==> config.mk <==
export PLATFORM = sky130hd
export DESIGN_NAME = cfg_seq
export DESIGN_NICKNAME = d
export VERILOG_FILES = /design/src/rtl/cfg_seq_pkg.sv /design/src/rtl/cfg_seq_tmr.sv /design/src/rtl/cfg_seq_lencnt.sv /design/src/rtl/cfg_seq.sv
export SDC_FILE = /design/constraint.sdc
export NUM_CORES = 1
export LEC_CHECK = 0
export BUFFER_PORTS_ARGS = -buffer_cell sky130_fd_sc_hd__clkbuf_2
export CORE_MARGIN = 5
export CORE_UTILIZATION = 45
export CTS_BUF_LIST = sky130_fd_sc_hd__clkbuf_16
export DETAILED_ROUTE_END_ITERATION = 16
export PLACE_DENSITY = 0.66
export SLEW_MARGIN = 25
export SYNTH_ARGS = -nofsm -noshare
export SYNTH_HDL_FRONTEND = slang
export SYNTH_SLANG_ARGS = --single-unit
==> constraint.sdc <==
create_clock -name clk -period 3.3 [get_ports clk]
set_input_delay 0.33 -clock clk [delete_from_list [all_inputs] [get_ports clk]]
set_output_delay 0.33 -clock clk [all_outputs]
set_load 0.02 [all_outputs]
==> src/rtl/cfg_seq_pkg.sv <==
package cfg_seq_pkg;
  typedef enum logic [1:0] {
    PH_WAIT = 2'b00,
    PH_LOAD = 2'b01,
    PH_WAKE = 2'b10,
    PH_RUN  = 2'b11
  } cfg_phase_t;
endpackage

==> src/rtl/cfg_seq_tmr.sv <==
module cfg_seq_tmr #(
  parameter int LIMIT = 6
) (
  input  logic clk,
  input  logic rst_n,
  input  logic run,
  output logic expired
);
  localparam int W = (LIMIT < 1) ? 1 : $clog2(LIMIT + 1);
  localparam logic [W-1:0] LIM = W'(LIMIT);

  logic [W-1:0] cnt_q, cnt_d;

  assign expired = run && (cnt_q == LIM);

  always_comb begin
    if (!run)               cnt_d = '0;
    else if (cnt_q == LIM)  cnt_d = cnt_q;
    else                    cnt_d = cnt_q + 1'b1;
  end

  always_ff @(posedge clk or negedge rst_n) begin
    if (!rst_n) cnt_q <= '0;
    else        cnt_q <= cnt_d;
  end

  assert_tmr_bound_R5: assert property (@(posedge clk) disable iff (!rst_n)
    cnt_q <= LIM);
  assert_tmr_idle_R11: assert property (@(posedge clk) disable iff (!rst_n)
    !run |=> cnt_q == '0);
endmodule

==> src/rtl/cfg_seq_lencnt.sv <==
module cfg_seq_lencnt #(
  parameter int LEN_W = 16
) (
  input  logic             clk,
  input  logic             rst_n,
  input  logic             in_load,
  input  logic             tick,
  input  logic             len_stb,
  input  logic [LEN_W-1:0] len_in,
  input  logic             eoc_stb,
  output logic             complete,
  output logic             fault
);
  logic [LEN_W-1:0] cnt_q, cnt_d;
  logic [LEN_W-1:0] len_q, len_d;
  logic             have_q, have_d;
  logic             match;

  assign match    = have_q && (cnt_q == len_q);
  assign complete = in_load && eoc_stb && match;
  assign fault    = in_load && ((eoc_stb && !match) || (tick && match && !eoc_stb));

  always_comb begin
    cnt_d  = cnt_q;
    len_d  = len_q;
    have_d = have_q;
    if (!in_load) begin
      cnt_d  = '0;
      have_d = 1'b0;
    end else begin
      if (tick) cnt_d = cnt_q + 1'b1;
      if (len_stb && !have_q) begin
        len_d  = len_in;
        have_d = 1'b1;
      end
    end
  end

  always_ff @(posedge clk or negedge rst_n) begin
    if (!rst_n) begin
      cnt_q  <= '0;
      len_q  <= '0;
      have_q <= 1'b0;
    end else begin
      cnt_q  <= cnt_d;
      have_q <= have_d;
      if (in_load && len_stb && !have_q) len_q <= len_d;
    end
  end

  assert_cnt_zero_R6: assert property (@(posedge clk) disable iff (!rst_n)
    !in_load |=> cnt_q == '0);
  assert_len_held_R9: assert property (@(posedge clk) disable iff (!rst_n)
    have_q && in_load |=> $stable(len_q));
endmodule

==> src/rtl/cfg_seq.sv <==
module cfg_seq
  import cfg_seq_pkg::*;
#(
  parameter int LEN_W      = 16,
  parameter int MASTER_EXT = 6,
  parameter int WAKE_CYC   = 4
) (
  input  logic             clk,
  input  logic             rst_n,
  input  logic             dev_rst_n,
  input  logic             prog_n,
  input  logic             init_rdy,
  input  logic             master_sel,
  input  logic             cfg_tick,
  input  logic             len_stb,
  input  logic [LEN_W-1:0] len_val,
  input  logic             eoc_stb,
  output logic [1:0]       phase,
  output logic             gsr_n,
  output logic             bidi_oe,
  output logic             done,
  output logic             cfg_err
);
  localparam int WAKE_LIM = (WAKE_CYC < 1) ? 0 : WAKE_CYC - 1;

  cfg_phase_t ph_q, ph_d;
  logic       err_q, err_d;
  logic       ext_done, wake_done, ld_complete, ld_fault;
  logic       pins_idle, may_start;

  cfg_seq_tmr #(.LIMIT(MASTER_EXT)) u_ext (
    .clk(clk), .rst_n(rst_n),
    .run(ph_q == PH_WAIT && init_rdy),
    .expired(ext_done)
  );

  cfg_seq_tmr #(.LIMIT(WAKE_LIM)) u_wake (
    .clk(clk), .rst_n(rst_n),
    .run(ph_q == PH_WAKE),
    .expired(wake_done)
  );

  cfg_seq_lencnt #(.LEN_W(LEN_W)) u_len (
    .clk(clk), .rst_n(rst_n),
    .in_load(ph_q == PH_LOAD),
    .tick(cfg_tick), .len_stb(len_stb), .len_in(len_val), .eoc_stb(eoc_stb),
    .complete(ld_complete), .fault(ld_fault)
  );

  assign pins_idle = dev_rst_n && prog_n;
  assign may_start = pins_idle && init_rdy && (!master_sel || ext_done);

  always_comb begin
    ph_d  = ph_q;
    err_d = err_q;
    unique case (ph_q)
      PH_WAIT: if (may_start) begin
        ph_d  = PH_LOAD;
        err_d = 1'b0;
      end
      PH_LOAD: begin
        if (!pins_idle)       ph_d = PH_WAIT;
        else if (ld_complete) ph_d = PH_WAKE;
        else if (ld_fault) begin
          ph_d  = PH_WAIT;
          err_d = 1'b1;
        end
      end
      PH_WAKE: begin
        if (!prog_n)        ph_d = PH_WAIT;
        else if (wake_done) ph_d = PH_RUN;
      end
      PH_RUN: if (!prog_n) ph_d = PH_WAIT;
      default: ph_d = PH_WAIT;
    endcase
  end

  always_ff @(posedge clk or negedge rst_n) begin
    if (!rst_n) begin
      ph_q  <= PH_WAIT;
      err_q <= 1'b0;
    end else begin
      ph_q  <= ph_d;
      err_q <= err_d;
    end
  end

  assign phase   = ph_q;
  assign gsr_n   = (ph_q == PH_RUN);
  assign bidi_oe = (ph_q == PH_RUN);
  assign done    = (ph_q == PH_WAKE) || (ph_q == PH_RUN);
  assign cfg_err = err_q;

  assert_abort_load_R2: assert property (@(posedge clk) disable iff (!rst_n)
    (ph_q == PH_LOAD) && !(dev_rst_n && prog_n) |=> ph_q == PH_WAIT);
  assert_start_gated_R3: assert property (@(posedge clk) disable iff (!rst_n)
    (ph_q == PH_LOAD) && ($past(ph_q) == PH_WAIT) |-> $past(dev_rst_n && prog_n && init_rdy));
  assert_reset_ignored_R4: assert property (@(posedge clk) disable iff (!rst_n)
    (ph_q == PH_WAKE || ph_q == PH_RUN) && prog_n |=> ph_q != PH_WAIT);
  assert_finish_needs_eoc_R7: assert property (@(posedge clk) disable iff (!rst_n)
    (ph_q == PH_WAKE) && ($past(ph_q) == PH_LOAD) |-> $past(eoc_stb));
  assert_err_only_from_load_R10: assert property (@(posedge clk) disable iff (!rst_n)
    $rose(cfg_err) |-> $past(ph_q) == PH_LOAD && ph_q == PH_WAIT);
endmodule

==> impl_metrics.yaml <==
yosys:
  syn_nets: 211
  synth_edf_count: 0
  ys_types: 31
  synth_cells: 182
  netlist_area_sq_mm: 0.00203
  yosys_most_used_dff: "dfrtp_1"
  ys_ff_latch: 41
  ys_warn_count: 0
  seq_area_frac_synth: 0.506
  synth_area_per_cell_sq_um: 11.1
  async_flop_share: 1.00
power_and_ir_drop:
  p_leak_nw: 1.07
  power_frac_seq: 0.499
  power_frac_clock: 0.368
  p_int_mw: 0.934
  netSwitchingFraction: 0.235
  power_per_cell_area_mw_per_mm2: 520
  ir_worst_vdd_mv: 0.238
  combPwrFrac: 0.133
  p_sw_mw: 0.287
timing:
  holdWs_ns: 0.0260
  drv_slew: 0
  fin_crit_ns: 1.83
  tightest_slew_ns: 0.518
  max_freq_ghz: 0.547
  period_share: 0.554
  grt_setup_unrepaired: "false"
  fin_tns_setup_ns: 0
  hold_viol_final: 0
  maxSlewHeadroom: 0.655
  finClkSkew_ns: 0.00409
  setup_viol_count_final: 0
floorplan:
  dieArea_sq_mm: 0.00594
  initial_core_util: 0.465
  die_x_microns: 77.1
  die_y_microns: 77.1
  fp.coreArea_sq_mm: 0.00435
  ios: 31
  rows: 24
setup_path:
  reg2reg_slack_ns: 1.47
  path_cells: "nand2b_1 > buf_4 > nor3b_4 > buf_4 > mux2_2"
  rr_endpoint: "u_len.len_q[4]"
  arrival_ns: 1.99
  worstReg2RegStart: "phase[1]"
  cp.depth: 5
  critPathKind: "flop to flop"
  crit_family: "buffers and inverters"
  crit_slowest_cell: "dfrtp_1"
  cp_common_cell: "buf_4"
  critPathCapture: "u_len.len_q[4]"
  start_kind: "flop"
  crit_path_max_fanout: 19
  cp_slowest_stage_delay_ns: 0.44
  cp-startpoint: "phase[1]"
  endpoint_kind: "flop"
  path_buf_inv: 2
  r2r.worst_path.cells: 5
  required_ns: 3.46
final_layout:
  nNetsFinal: 243
  postLayoutCellArea_sq_mm: 0.00235
  area_growth_pct: 15.9
  n_antenna_cell: 0
  instances_no_fill: 267
  layout-drive-gt1-share: 0.260
cts:
  clockBufferDepth: 2
  cts_setup_buffers: 0
  cts_hold_buffers: 0
  clock_latency_ns: 0.28
  clkSinkCount: 41
  cts_tree: "done"
  cts_buffers: 5
  clk_pin_slew_ns: 0.06
  htreeDepth: 2
  ctsResizeCount: 0
  cts-root-buf: "clkbuf_16"
min_path:
  hold_class: "input port to async pin"
route:
  drt-total-wl_microns: 3690
  first_iter_violations: 67
  drt_first_pass_iters: 4
  viasPerCell: 5.16
  ant_nets: 0
  num_vias: 1377
  wl_per_cell_microns: 13.8
  drc: 0
placed_design:
  hpwl_microns: 2660
  gp_congestion: 0.738
  place_area_sq_mm: 0.00221
  placed_cells: 259
  portBuffers: 30
grt:
  grt_usage: 0.138
  overflow: 0
  grt_pass1_wl_microns: 6460
  grt_max_degree: 42
  grt_pass1_vias: 1395
  antenna_found_initial: 0
run:
  cap_violations: 0
status:
  status: "completed"
## stage by stage
| step | power, mW | util | setup slack, ns |
|---|---|---|---|
| 2_1_floorplan | 0.727 | - | 1.52 |
| 3_3_place_gp | 0.778 | 0.507 | 1.51 |
| 3_5_place_dp | 0.784 | 0.507 | 1.48 |
| 4_1_cts | 1.25 | 0.539 | 1.46 |
| 5_1_grt | 1.28 | 0.539 | 1.33 |
| 6_report | 1.22 | 0.539 | 1.47 |
## power by group through the flow
stage	sequential (mW)	combinational [mW]	clock [mW]
final	0.609	0.162	0.449
after CTS	0.611	0.166	0.469
after global routing	0.617	0.182	0.482
after floorplan	0.608	0.119	0
after detailed placement	0.620	0.165	0
after global placement	0.618	0.160	0
## layout make-up
type	instances	area, sq um
clock buffers	5	125
clock inverters	3	12.5
fillers	392	2010
inverters	1	3.75
multi-input cells	133	947
flip-flops and latches	41	1030
well taps	52	65.1
repair buffers	32	168
## sequential cells by signal, indices dropped and copies added (netlist names)
signal        cells
cfg_err           1
u_ext.cnt_q       3
phase             2
u_len.have_q      1
u_len.cnt_q      16
u_len.len_q      16
u_wake.cnt_q      2
## Yosys cell counts, drive strengths merged, types with 2 or more instances
master / number / share of area
nor3: 2 / 0.0049
and4: 3 / 0.013
nand3: 3 / 0.0074
ha: 4 / 0.025
mux2i: 2 / 0.0099
and2: 2 / 0.0062
o21ai: 3 / 0.0074
nand2: 17 / 0.032
mux2: 16 / 0.089
dfrtp: 41 / 0.51
xor2: 16 / 0.069
nand4: 7 / 0.022
and3: 5 / 0.015
nor2: 26 / 0.048
buf: 5 / 0.020
xnor2: 17 / 0.074
clkbuf: 2 / 0.0043
## routing by layer
metal | global-route usage | vias up | share of wire
met5 | 0 | - | 0
met4 | 0.0722 | 0 | 0.025
met3 | 0.0433 | 7 | 0.059
met2 | 0.213 | 32 | 0.46
met1 | 0.172 | 662 | 0.45
li1 | - | 676 | -
## cell families (layout without fill, tap and decap cells)
family,count (synthesis),after routing,share of synthesized area
XOR/XNOR,33,33,0.143
adder cells (fa/ha/maj),4,4,0.0247
buffers and inverters,8,41,0.0259
AO/OA/AOI/OAI,7,7,0.0229
multiplexers,18,18,0.0988
AND/OR/NAND/NOR,71,71,0.179
flip-flops,41,41,0.506
## cell usage in the layout (no fill, tap or decap), types with 4 or more instances in the layout
cell        n
and3_1      5
clkbuf_16   5
clkbuf_2   29
dfrtp_1    41
ha_1        4
mux2_2     16
nand2_1    17
nand4_1     7
nor2_1     26
xnor2_1    17
xor2_1     16
## worst min-delay path by stage
stage / startpoint / cells past startpoint / end
final: rst_n / 1 / u_len.len_q[10]
after global routing: rst_n / 1 / u_len.cnt_q[12]
after CTS: rst_n / 1 / u_len.cnt_q[12]
after detailed placement: cfg_err / 2 / cfg_err
after global placement: cfg_err / 2 / cfg_err
after floorplan: rst_n / 0 / cfg_err
Note: power is estimated with default switching activity, not from simulation.
